--- config.mk ---
export PLATFORM = sky130hd
export DESIGN_NAME = flash_cmd_if
export DESIGN_NICKNAME = d
export VERILOG_FILES = /design/src/rtl/flash_cmd_pkg.sv /design/src/rtl/flash_bus_sync.sv /design/src/rtl/flash_wr_latch.sv /design/src/rtl/flash_cmd_fsm.sv /design/src/rtl/flash_rd_mux.sv /design/src/rtl/flash_cmd_if.sv
export SDC_FILE = /design/constraint.sdc
export NUM_CORES = 1
export LEC_CHECK = 0
export BUFFER_PORTS_ARGS = -buffer_cell sky130_fd_sc_hd__buf_2
export CORE_MARGIN = 10
export CORE_UTILIZATION = 48
export DETAILED_ROUTE_END_ITERATION = 6
export PLACE_DENSITY = 0.69
export SYNTH_ARGS = -nofsm -noshare
export SYNTH_HDL_FRONTEND = slang
export SYNTH_SLANG_ARGS = --single-unit
--- constraint.sdc ---
create_clock -name clk_i -period 2.89 [get_ports clk_i]
set_input_delay 0.578 -clock clk_i [delete_from_list [all_inputs] [get_ports clk_i]]
set_output_delay 0.578 -clock clk_i [all_outputs]
set_load 0.01 [all_outputs]
--- src/rtl/flash_cmd_pkg.sv ---
package flash_cmd_pkg;
  localparam int BYTE_W = 8;
  typedef logic [BYTE_W-1:0] byte_t;

  typedef enum logic [3:0] {
    MD_READ,
    MD_ID,
    MD_ERS_SETUP,
    MD_ERS_ARM,
    MD_ERASE,
    MD_ERS_VFY,
    MD_PRG_SETUP,
    MD_PRG_ARM,
    MD_PROGRAM,
    MD_PRG_VFY
  } mode_e;

  localparam byte_t CMD_ERS  = 8'h20;
  localparam byte_t CMD_PRG  = 8'h40;
  localparam byte_t CMD_ID0  = 8'h80;
  localparam byte_t CMD_ID1  = 8'h90;
  localparam byte_t CMD_EVFY = 8'hA0;
  localparam byte_t CMD_PVFY = 8'hC0;
  localparam byte_t CMD_RST  = 8'hFF;
endpackage

--- src/rtl/flash_bus_sync.sv ---
module flash_bus_sync
  import flash_cmd_pkg::*;
#(
  parameter int AW     = 16,
  parameter int STAGES = 2
) (
  input  logic          clk_i,
  input  logic          rst_ni,
  input  logic          ce_ni,
  input  logic          oe_ni,
  input  logic          we_ni,
  input  logic          vpp_hi_i,
  input  logic [AW-1:0] addr_i,
  input  byte_t         dq_i,
  output logic          ce_n_o,
  output logic          oe_n_o,
  output logic          we_n_o,
  output logic          vpp_o,
  output logic [AW-1:0] addr_o,
  output byte_t         dq_o
);
  localparam int W = 4 + AW + BYTE_W;
  // pins idle high, supply absent, buses zero
  localparam logic [W-1:0] RST_V = {3'b111, 1'b0, {(AW + BYTE_W){1'b0}}};

  logic [STAGES-1:0][W-1:0] stg_q;
  logic [W-1:0]             bundle;

  assign bundle = {ce_ni, oe_ni, we_ni, vpp_hi_i, addr_i, dq_i};

  always_ff @(posedge clk_i or negedge rst_ni) begin
    if (!rst_ni) begin
      for (int i = 0; i < STAGES; i++) stg_q[i] <= RST_V;
    end else begin
      stg_q[0] <= bundle;
      for (int i = 1; i < STAGES; i++) stg_q[i] <= stg_q[i-1];
    end
  end

  assign {ce_n_o, oe_n_o, we_n_o, vpp_o, addr_o, dq_o} = stg_q[STAGES-1];
endmodule

--- src/rtl/flash_wr_latch.sv ---
module flash_wr_latch
  import flash_cmd_pkg::*;
#(
  parameter int AW = 16
) (
  input  logic          clk_i,
  input  logic          rst_ni,
  input  logic          ce_n_i,
  input  logic          oe_n_i,
  input  logic          we_n_i,
  input  logic [AW-1:0] addr_i,
  input  byte_t         dq_i,
  output logic          wr_act_o,
  output logic          rd_act_o,
  output logic          cmd_v_o,
  output logic [AW-1:0] cmd_addr_o,
  output byte_t         cmd_data_o
);
  logic wr_q;

  assign wr_act_o = !ce_n_i && !we_n_i && oe_n_i;
  assign rd_act_o = !ce_n_i && !oe_n_i && we_n_i;
  assign cmd_v_o  = wr_q && !wr_act_o;

  always_ff @(posedge clk_i or negedge rst_ni) begin
    if (!rst_ni) begin
      wr_q       <= 1'b0;
      cmd_addr_o <= '0;
      cmd_data_o <= '0;
    end else begin
      wr_q <= wr_act_o;
      // address at the later falling edge, data tracked until release
      if (wr_act_o && !wr_q) cmd_addr_o <= addr_i;
      if (wr_act_o)          cmd_data_o <= dq_i;
    end
  end
endmodule

--- src/rtl/flash_cmd_fsm.sv ---
module flash_cmd_fsm
  import flash_cmd_pkg::*;
#(
  parameter int AW = 16
) (
  input  logic          clk_i,
  input  logic          rst_ni,
  input  logic          vpp_ok_i,
  input  logic          cmd_v_i,
  input  logic [AW-1:0] cmd_addr_i,
  input  byte_t         cmd_data_i,
  output mode_e         mode_o,
  output logic [AW-1:0] prog_addr_o,
  output byte_t         prog_data_o,
  output logic [AW-1:0] vfy_addr_o,
  output logic          erase_o,
  output logic          prog_o
);
  mode_e         mode_q, mode_d;
  logic [AW-1:0] pa_q, pa_d, va_q, va_d;
  byte_t         pd_q, pd_d;

  always_comb begin
    mode_d = mode_q;
    pa_d   = pa_q;
    pd_d   = pd_q;
    va_d   = va_q;
    if (!vpp_ok_i) begin
      mode_d = MD_READ;
    end else if (cmd_v_i) begin
      unique case (mode_q)
        MD_ERS_SETUP: begin
          if (cmd_data_i == CMD_ERS)      mode_d = MD_ERASE;
          else if (cmd_data_i == CMD_RST) mode_d = MD_ERS_ARM;
          else                            mode_d = MD_READ;
        end
        MD_ERS_ARM: mode_d = (cmd_data_i == CMD_ERS) ? MD_ERASE : MD_READ;
        MD_ERASE: begin
          if (cmd_data_i == CMD_EVFY) begin
            mode_d = MD_ERS_VFY;
            va_d   = cmd_addr_i;
          end else begin
            mode_d = MD_READ;
          end
        end
        MD_PRG_SETUP, MD_PRG_ARM: begin
          if (cmd_data_i == CMD_RST) begin
            mode_d = (mode_q == MD_PRG_SETUP) ? MD_PRG_ARM : MD_READ;
          end else begin
            mode_d = MD_PROGRAM;
            pa_d   = cmd_addr_i;
            pd_d   = cmd_data_i;
          end
        end
        MD_PROGRAM: begin
          if (cmd_data_i == CMD_PVFY) begin
            mode_d = MD_PRG_VFY;
            va_d   = cmd_addr_i;
          end else begin
            mode_d = MD_READ;
          end
        end
        default: begin
          case (cmd_data_i)
            CMD_ID0, CMD_ID1: mode_d = MD_ID;
            CMD_ERS:          mode_d = MD_ERS_SETUP;
            CMD_PRG:          mode_d = MD_PRG_SETUP;
            CMD_EVFY: begin
              // repeat verify walks the erased range
              if (mode_q == MD_ERS_VFY) begin
                mode_d = MD_ERS_VFY;
                va_d   = cmd_addr_i;
              end else begin
                mode_d = MD_READ;
              end
            end
            default:          mode_d = MD_READ;
          endcase
        end
      endcase
    end
  end

  always_ff @(posedge clk_i or negedge rst_ni) begin
    if (!rst_ni) begin
      mode_q <= MD_READ;
      pa_q   <= '0;
      pd_q   <= '0;
      va_q   <= '0;
    end else begin
      mode_q <= mode_d;
      pa_q   <= pa_d;
      pd_q   <= pd_d;
      va_q   <= va_d;
    end
  end

  assign mode_o      = mode_q;
  assign prog_addr_o = pa_q;
  assign prog_data_o = pd_q;
  assign vfy_addr_o  = va_q;
  assign erase_o     = (mode_q == MD_ERASE);
  assign prog_o      = (mode_q == MD_PROGRAM);
endmodule

--- src/rtl/flash_rd_mux.sv ---
module flash_rd_mux
  import flash_cmd_pkg::*;
#(
  parameter int    AW       = 16,
  parameter byte_t MFR_CODE = 8'h01,
  parameter byte_t DEV_CODE = 8'h25
) (
  input  mode_e         mode_i,
  input  logic [AW-1:0] bus_addr_i,
  input  logic [AW-1:0] prog_addr_i,
  input  logic [AW-1:0] vfy_addr_i,
  input  byte_t         arr_rdata_i,
  output logic [AW-1:0] arr_addr_o,
  output byte_t         dq_o
);
  always_comb begin
    unique case (mode_i)
      MD_PROGRAM:             arr_addr_o = prog_addr_i;
      MD_ERS_VFY, MD_PRG_VFY: arr_addr_o = vfy_addr_i;
      default:                arr_addr_o = bus_addr_i;
    endcase
  end

  always_comb begin
    if (mode_i == MD_ID) dq_o = bus_addr_i[0] ? DEV_CODE : MFR_CODE;
    else                 dq_o = arr_rdata_i;
  end
endmodule

--- src/rtl/flash_cmd_if.sv ---
module flash_cmd_if
  import flash_cmd_pkg::*;
#(
  parameter int    AW          = 16,
  parameter int    SYNC_STAGES = 2,
  parameter byte_t MFR_CODE    = 8'h01,
  parameter byte_t DEV_CODE    = 8'h25
) (
  input  logic          clk_i,
  input  logic          rst_ni,
  input  logic          ce_ni,
  input  logic          oe_ni,
  input  logic          we_ni,
  input  logic          vpp_hi_i,
  input  logic [AW-1:0] addr_i,
  input  logic [7:0]    dq_i,
  output logic [7:0]    dq_o,
  output logic          dq_oe_o,
  output logic [AW-1:0] arr_addr_o,
  output logic [7:0]    arr_wdata_o,
  input  logic [7:0]    arr_rdata_i,
  output logic          erase_o,
  output logic          prog_o
);
  logic          ce_s, oe_s, we_s, vpp_s;
  logic [AW-1:0] addr_s;
  byte_t         dq_s;
  logic          wr_act, rd_act, cmd_v;
  logic [AW-1:0] cmd_addr, prog_addr, vfy_addr;
  byte_t         cmd_data;
  mode_e         mode;

  flash_bus_sync #(.AW(AW), .STAGES(SYNC_STAGES)) u_sync (
    .clk_i, .rst_ni, .ce_ni, .oe_ni, .we_ni, .vpp_hi_i, .addr_i, .dq_i,
    .ce_n_o(ce_s), .oe_n_o(oe_s), .we_n_o(we_s), .vpp_o(vpp_s),
    .addr_o(addr_s), .dq_o(dq_s)
  );

  flash_wr_latch #(.AW(AW)) u_wr (
    .clk_i, .rst_ni, .ce_n_i(ce_s), .oe_n_i(oe_s), .we_n_i(we_s),
    .addr_i(addr_s), .dq_i(dq_s), .wr_act_o(wr_act), .rd_act_o(rd_act),
    .cmd_v_o(cmd_v), .cmd_addr_o(cmd_addr), .cmd_data_o(cmd_data)
  );

  flash_cmd_fsm #(.AW(AW)) u_fsm (
    .clk_i, .rst_ni, .vpp_ok_i(vpp_s), .cmd_v_i(cmd_v),
    .cmd_addr_i(cmd_addr), .cmd_data_i(cmd_data), .mode_o(mode),
    .prog_addr_o(prog_addr), .prog_data_o(arr_wdata_o),
    .vfy_addr_o(vfy_addr), .erase_o, .prog_o
  );

  flash_rd_mux #(.AW(AW), .MFR_CODE(MFR_CODE), .DEV_CODE(DEV_CODE)) u_rd (
    .mode_i(mode), .bus_addr_i(addr_s), .prog_addr_i(prog_addr),
    .vfy_addr_i(vfy_addr), .arr_rdata_i, .arr_addr_o, .dq_o
  );

  assign dq_oe_o = rd_act;
endmodule

=== Word level (Yosys, flattened, before mapping) ===
Cells that the tools add are included.

* Register bits after elaboration: 125
* Bits in latches: 0
* Bits in writable memories: 0
* Memory bits (read-only): 0
* Input bits: 38
* Output and inout bits: 35
* Logic and storage cells: 69
* Memories kept: 0

* $add $sub $neg: 0
* Multipliers: 0
* Divide/modulo/power cells: 0
* Order comparisons: 0
* Equal/unequal tests: 19
* Shift-type cells: 0
* Multiplexer cells: 20
* Bitwise gates (word level): 2
* Reductions and logical operators: 19

{| class="wikitable"
|+ Operators with widths
! operator !! count
|-
| 2-to-1 mux 16 bit || 4
|-
| case mux 16 bit (3 select lines) || 1
|-
| == test 8 bit (second input constant) || 5
|-
| case mux 16 bit (2 select lines) || 1
|-
| 2-to-1 mux 4 bit || 5
|-
| case mux 4 bit (5 select lines) || 1
|-
| == test 4 x 3 -> 1 bit (second input constant) || 4
|-
| case mux 4 bit (4 select lines) || 1
|-
| 2-to-1 mux 3 bit || 4
|-
| == test 4 x 2 -> 1 bit (second input constant) || 2
|-
| == test 4 bit (second input constant) || 2
|-
| == test 8 x 6 -> 1 bit (second input constant) || 1
|-
| == test 8 x 7 -> 1 bit (second input constant) || 1
|-
| 2-to-1 mux 8 bit || 1
|-
| AND reduction 7 bit || 1
|-
| logical AND 1 bit || 6
|-
| 2-to-1 mux 6 bit || 1
|-
| OR reduction 2 bit || 3
|-
| logical NOT 1 bit || 5
|-
| == test 4 x 1 -> 1 bit (second input constant) || 1
|-
| != test 2 x 1 -> 1 bit (second input constant) || 2
|-
| AND reduction 4 bit || 1
|-
| OR reduction 4 bit || 1
|-
| nonzero test 3 bit || 1
|-
| 4 further kinds || 5
|}

=== Longest topological paths before layout ===
* Depth in word-level cells: 7
* Depth in mapped cells: 8
* Gate-level depth less buffers: 6

=== Hierarchy ===
A second synthesis with hierarchy kept.

* Cells, all modules: 333
* Area total of the unflattened synthesis: 4,981.0 um^2

{| class="wikitable"
|+ Modules (own cells, without submodules)
! module !! times used !! cells each !! area each (um^2) !! sequential area each (um^2)
|-
| flash_cmd_fsm || 1 || 145 || 2,024.4 || 1,101.1
|-
| flash_bus_sync || 1 || 80 || 1,589.0 || 1,408.9
|-
| flash_wr_latch || 1 || 55 || 957.2 || 625.6
|-
| flash_rd_mux || 1 || 53 || 410.4 || 0.0
|}

=== Worst setup path before layout ===
OpenSTA, ideal clock, no wires.

* Path kind: flip-flop to output port
* Start point: reg u_fsm.mode_q[2], in the netlist u_fsm.mode_o[2]
* End point: out arr_addr_o[10]
* Data arrival time: 1,752 ps
* Data required time: 2,312 ps
* Slack: 560 ps
* Stages on the path, launching flop included: 8
* Path buffers: 2
* Cell sequence: dfrtp_1 clkbuf_1 nand3b_1 clkinv_1 nor2_1 clkbuf_1 nand2_1 nand2_1

* Cells in the longest elaborated chain, start to end: 3
* Elaborated cells between the ends (all ways): 5
* Those cells by class: 3 x eq/ne; 1 x mux; 1 x reduce/logical

{| class="wikitable"
|+ RTL lines
! what !! line !! source
|-
| start: declaration || flash_cmd_fsm.sv:19 || <nowiki>mode_e mode_q, mode_d;</nowiki>
|-
| start signal: assignment || flash_cmd_fsm.sv:91 || <nowiki>mode_q <= mode_d;</nowiki>
|-
| == test 4 x 3 -> 1 bit / == test 4 bit (equally long branches) || flash_rd_mux.sv:17 || <nowiki>unique case (mode_i)</nowiki>
|-
| OR reduction 2 bit || flash_rd_mux.sv:17 ||
|-
| case mux 16 bit (2 select lines) * || flash_rd_mux.sv:17 ||
|-
| end: declaration || flash_cmd_if.sv:19 || <nowiki>output logic [AW-1:0] arr_addr_o,</nowiki>
|}

Mark *: on every way between the ends. The rest lies on a longest branch, timed or not.

=== Worst setup path after layout ===
* Start point: reg u_fsm.mode_q[0], in the netlist u_fsm.mode_o[0]
* End point: out arr_addr_o[13]

Same word-level chain as after synthesis.

==> flow_summary.html <==
<table>
<tr><th>Metric</th><th>Value</th></tr>
<tr><th colspan="2">GRT</th></tr>
<tr><td>Sum of overflow across all layers after global routing</td><td>0</td></tr>
<tr><td>Antenna violations before repair</td><td>0</td></tr>
<tr><td>First-pass GRT wire length</td><td>15860 um</td></tr>
<tr><td>Pin count of the biggest net entering global routing</td><td>54</td></tr>
<tr><td>Via count of the first global-routing pass</td><td>3046</td></tr>
<tr><td>GRT Util Overall</td><td>14.11%</td></tr>
<tr><th colspan="2">Routing</th></tr>
<tr><td>Drt total wl</td><td>9384 um</td></tr>
<tr><td>Count of nets left with antenna violations after detail routing</td><td>0</td></tr>
<tr><td>Detail-routed net length per standard cell</td><td>17.06 um</td></tr>
<tr><td>Via density per instance</td><td>5.196</td></tr>
<tr><td>Post-route DRC</td><td>0</td></tr>
<tr><td>Pre-antenna DRT Iters</td><td>4</td></tr>
<tr><td>DR iter-0 viols</td><td>158</td></tr>
<tr><td>Vias after detailed routing</td><td>2858</td></tr>
<tr><th colspan="2">Synthesis</th></tr>
<tr><td>Netlist area before placement</td><td>4641 um2</td></tr>
<tr><td>Post-synthesis cell count</td><td>322</td></tr>
<tr><td>Area contributors post-synth</td><td>sky130_fd_sc_hd__dfrtp_1, sky130_fd_sc_hd__mux2_2, sky130_fd_sc_hd__dfstp_2, sky130_fd_sc_hd__mux2_4, sky130_fd_sc_hd__nand2_1</td></tr>
<tr><td>Proportion of synthesized chip area in sequential cells</td><td>67.57%</td></tr>
<tr><td>Number of different library cells in the post-synthesis netlist</td><td>40</td></tr>
<tr><td>Flop and latch count out of synthesis</td><td>125</td></tr>
<tr><td>Average cell area after synthesis</td><td>14.41 um2</td></tr>
<tr><td>Mapped Nets</td><td>360</td></tr>
<tr><td>Share of the synthesized area in the top cell type</td><td>64.17%</td></tr>
<tr><td>Cell type contributing the most total cell area after synthesis</td><td>sky130_fd_sc_hd__dfrtp_1</td></tr>
<tr><td>Number of warnings issued by yosys</td><td>0</td></tr>
<tr><th colspan="2">CTS</th></tr>
<tr><td>Hold buffers post-CTS</td><td>0</td></tr>
<tr><td>Clock tree from TritonCTS</td><td>done</td></tr>
<tr><td>Clock latency on the worst-skew pair</td><td>520 ps</td></tr>
<tr><td>Clock transition time at the flip-flop clock pins of the worst setup and hold paths</td><td>60 ps</td></tr>
<tr><td>Longest Clk Path Bufs</td><td>2</td></tr>
<tr><td>Clock Tree Root</td><td>sky130_fd_sc_hd__clkbuf_8</td></tr>
<tr><td>Clock tree sinks</td><td>125</td></tr>
<tr><td>TritonCTS Buffers</td><td>17</td></tr>
<tr><td>H-tree depth</td><td>4</td></tr>
<tr><th colspan="2">Timing</th></tr>
<tr><td>Relative slew slack</td><td>26.46%</td></tr>
<tr><td>Final-report hold violation count</td><td>0</td></tr>
<tr><td>Post-layout minimum cycle time</td><td>2747 ps</td></tr>
<tr><td>Slew of the pin with the lowest slew margin</td><td>1102 ps</td></tr>
<tr><td>Setup Total Neg Slack</td><td>0 ps</td></tr>
<tr><td>Fmax</td><td>0.3641 GHz</td></tr>
<tr><td>Setup violation total in the final timing report</td><td>0</td></tr>
<tr><td>RSZ-0062 raised after global routing</td><td>no</td></tr>
<tr><td>Setup clock skew after layout</td><td>7.456 ps</td></tr>
<tr><td>Max-slew violations</td><td>0</td></tr>
<tr><td>Share of the cycle needed by the critical path after routing</td><td>95.04%</td></tr>
<tr><th colspan="2">Cells and area</th></tr>
<tr><td>Share of layout cells above drive strength 1</td><td>45.61%</td></tr>
<tr><td>Number of nets in the final layout</td><td>446</td></tr>
<tr><td>Post-route standard cell area excluding fillers</td><td>5802 um2</td></tr>
<tr><td>Area grow syn2layout</td><td>25.02%</td></tr>
<tr><td>Post-layout util</td><td>62.20%</td></tr>
<tr><td>Ant diodes</td><td>0</td></tr>
<tr><td>Commonest cells after routing, fill and taps aside</td><td>sky130_fd_sc_hd__dfrtp_1, sky130_fd_sc_hd__buf_2, sky130_fd_sc_hd__mux2_2, sky130_fd_sc_hd__nand2_1</td></tr>
<tr><td>Most common cell after layout, fill and taps aside</td><td>sky130_fd_sc_hd__dfrtp_1</td></tr>
<tr><th colspan="2">Setup path</th></tr>
<tr><td>Required time at the endpoint of the critical path</td><td>2310 ps</td></tr>
<tr><td>Worst R2R Start</td><td>u_wr.cmd_data_o[0]$_DFFE_PN0P_</td></tr>
<tr><td>Data arrival time of the critical path</td><td>2170 ps</td></tr>
<tr><td>Cell depth of the worst flop-to-flop path</td><td>4</td></tr>
<tr><td>Worst reg2reg setup slack</td><td>240 ps</td></tr>
<tr><td>Highest net fanout along the worst path</td><td>17</td></tr>
<tr><td>Worst Path Class, Setup</td><td>reg2out</td></tr>
<tr><td>Capture point of the worst reg-to-reg path</td><td>u_fsm.vfy_addr_o[6]$_DFFE_PN0P_</td></tr>
<tr><td>CP Launch Type</td><td>flop</td></tr>
<tr><td>Endpoint kind of the worst setup timing path</td><td>output pin</td></tr>
<tr><th colspan="2">Floorplan</th></tr>
<tr><td>I/O pin count</td><td>73</td></tr>
<tr><td>Initial core utilization</td><td>49.75%</td></tr>
<tr><td>Overall die area</td><td>14000 um2</td></tr>
<tr><td>Die Wd</td><td>118.3 um</td></tr>
<tr><td>Standard-cell row count</td><td>35</td></tr>
<tr><td>Floorplan Core Area</td><td>9328 um2</td></tr>
<tr><td>Die Ht</td><td>118.3 um</td></tr>
<tr><th colspan="2">Placed design</th></tr>
<tr><td>Estimated wirelength of the detail-placed design</td><td>6196 um</td></tr>
<tr><td>PortBufs</td><td>72</td></tr>
<tr><td>Weighted congestion at the end of routability-driven global placement</td><td>0.9129</td></tr>
<tr><td>Area after DPL</td><td>5199 um2</td></tr>
<tr><th colspan="2">Hold path</th></tr>
<tr><td>Hold Crit Class</td><td>in2async</td></tr>
<tr><th colspan="2">Power and ir drop</th></tr>
<tr><td>Power per standard cell area</td><td>747.1 nW/um2</td></tr>
<tr><td>LEAKAGE</td><td>0.002818 uW</td></tr>
<tr><td>Worst supply voltage drop on vdd</td><td>0.0003555 V</td></tr>
<tr><th colspan="2">Status</th></tr>
<tr><td>Status</td><td>finished clean</td></tr>
<tr><th colspan="2">Run</th></tr>
<tr><td>MaxCap Viol Count</td><td>0</td></tr>
</table>
synth_stat cells:
master                     number
sky130_fd_sc_hd__o311ai_0       1
sky130_fd_sc_hd__a32oi_1        1
sky130_fd_sc_hd__o21bai_2       1
sky130_fd_sc_hd__or4_4          1
sky130_fd_sc_hd__o31a_1         1
sky130_fd_sc_hd__nor4_1         1
sky130_fd_sc_hd__nand3_1        2
sky130_fd_sc_hd__or3_4          1
sky130_fd_sc_hd__a31oi_1        2
sky130_fd_sc_hd__clkinv_1       1
sky130_fd_sc_hd__buf_6          1
sky130_fd_sc_hd__dfstp_2        6
sky130_fd_sc_hd__a311oi_1       1
sky130_fd_sc_hd__nand2_1       36
sky130_fd_sc_hd__a2111o_1       1
sky130_fd_sc_hd__dfrtp_1      119
sky130_fd_sc_hd__mux2_4        10
sky130_fd_sc_hd__and3_1         1
sky130_fd_sc_hd__buf_2          3
sky130_fd_sc_hd__or2_2          1
sky130_fd_sc_hd__a211oi_1       2
sky130_fd_sc_hd__inv_1          4
sky130_fd_sc_hd__nand4_1        2
sky130_fd_sc_hd__a21boi_0       1
sky130_fd_sc_hd__clkbuf_1      10
sky130_fd_sc_hd__nor3_1         3
sky130_fd_sc_hd__nand2b_1       7
sky130_fd_sc_hd__nor4b_1        1
sky130_fd_sc_hd__nor3_2         1
sky130_fd_sc_hd__a21oi_1        1
sky130_fd_sc_hd__o21ai_0        5
sky130_fd_sc_hd__nor3b_1        2
sky130_fd_sc_hd__o32ai_1        1
sky130_fd_sc_hd__nor2b_1        9
sky130_fd_sc_hd__xnor2_1        1
sky130_fd_sc_hd__mux2_2        54
sky130_fd_sc_hd__o31ai_1        3
sky130_fd_sc_hd__a22oi_1       16
sky130_fd_sc_hd__nor2_1         7
sky130_fd_sc_hd__nand3b_1       1
metal layers:
metal | global-route usage [%] | share of wire (%) | wire [um]
met1 | 16.86 | 43 | 4027
met2 | 22.08 | 48 | 4491
met3 | 5.474 | 7.3 | 687
met4 | 6.414 | 1.9 | 177
met5 | 0 | 0 | 0
stage by stage:
step / hold WS, ps / setup slack (ps) / instances / total power [uW]
3_3_place_gp: 332.1 / 404.1 / 518 / 2227
6_report: 66.84 / 143.5 / 550 / 4334
3_5_place_dp: 335.5 / 290.3 / 518 / 2244
4_1_cts: 80.41 / 27.33 / 550 / 4383
2_1_floorplan: 282.4 / 559.9 / 322 / 2098
5_1_grt: 104.9 / 6.520 / 550 / 4512
how the worst max path moves through the flow:
| stage | end | slack [ps] | depth (start not counted) | start |
|---|---|---|---|---|
| after floorplan | arr_addr_o[10] | 560 | 7 | u_fsm.mode_o[2]$_DFFE_PN0P_ |
| after global placement | u_fsm.vfy_addr_o[7]$_DFFE_PN0P_ | 400 | 4 | u_wr.cmd_data_o[0]$_DFFE_PN0P_ |
| after detailed placement | u_fsm.vfy_addr_o[11]$_DFFE_PN0P_ | 290 | 4 | u_wr.cmd_data_o[0]$_DFFE_PN0P_ |
| after CTS | arr_addr_o[13] | 30 | 7 | u_fsm.mode_o[1]$_DFFE_PN0P_ |
| after global routing | arr_addr_o[13] | 7 | 8 | u_fsm.mode_o[0]$_DFFE_PN0P_ |
| final | arr_addr_o[13] | 140 | 7 | u_fsm.mode_o[0]$_DFFE_PN0P_ |
worst max-delay path: stages (launching register included):
cell,delay [ps]
sky130_fd_sc_hd__dfrtp_1,440
sky130_fd_sc_hd__nor2_1,250
sky130_fd_sc_hd__nand3b_1,230
sky130_fd_sc_hd__clkinv_1,110
sky130_fd_sc_hd__buf_4,250
sky130_fd_sc_hd__a22oi_1,120
sky130_fd_sc_hd__nand2_1,110
sky130_fd_sc_hd__buf_2,150
logic make-up after synthesis:
kind of cell / count (synthesis) / synth area share [%]
AO/OA/AOI/OAI: 37 / 5.904
XOR/XNOR: 1 / 0.1888
buffers and inverters: 19 / 1.779
flip-flops: 125 / 67.57
multiplexers: 64 / 16.34
AND/OR/NAND/NOR: 76 / 8.223
what timing repair did:
action,4_1_cts,5_1_grt
hold endpoints to repair,0,0
endpoints found under the setup margin,0,16
setup buffers,0,0
resized for setup,0,2
report_power, final:
| group | internal [uW] | switching [uW] | leakage [uW] |
|---|---|---|---|
| Combinational | 127 | 131 | 0.000966 |
| Sequential | 1870 | 86.4 | 0.00156 |
| Clock | 1330 | 797 | 0.000295 |
final cells by class:
| class | count | area (um2) |
|---|---|---|
| Clock buffer | 17 | 414.1 |
| Clock inverter | 15 | 185.2 |
| Fill cell | 697 | 3526 |
| Inverter | 5 | 18.77 |
| Multi-Input combinational cell | 178 | 1430 |
| Sequential cell | 125 | 3137 |
| Tap cell | 129 | 161.4 |
| Timing Repair Buffer | 81 | 455.4 |
state kept, by name (all words and copies together) (netlist names):
register           flops
u_sync.oe_n_o          1
u_wr.wr_q              1
u_sync.addr_o         16
u_sync.dq_o            8
u_fsm.prog_addr_o     16
u_fsm.mode_o           4
u_sync.stg_q          28
u_wr.cmd_data_o        8
u_fsm.prog_data_o      8
u_sync.we_n_o          1
u_fsm.vfy_addr_o      16
u_sync.vpp_o           1
u_wr.cmd_addr_o       16
u_sync.ce_n_o          1
(Power assumes the default switching activity.)
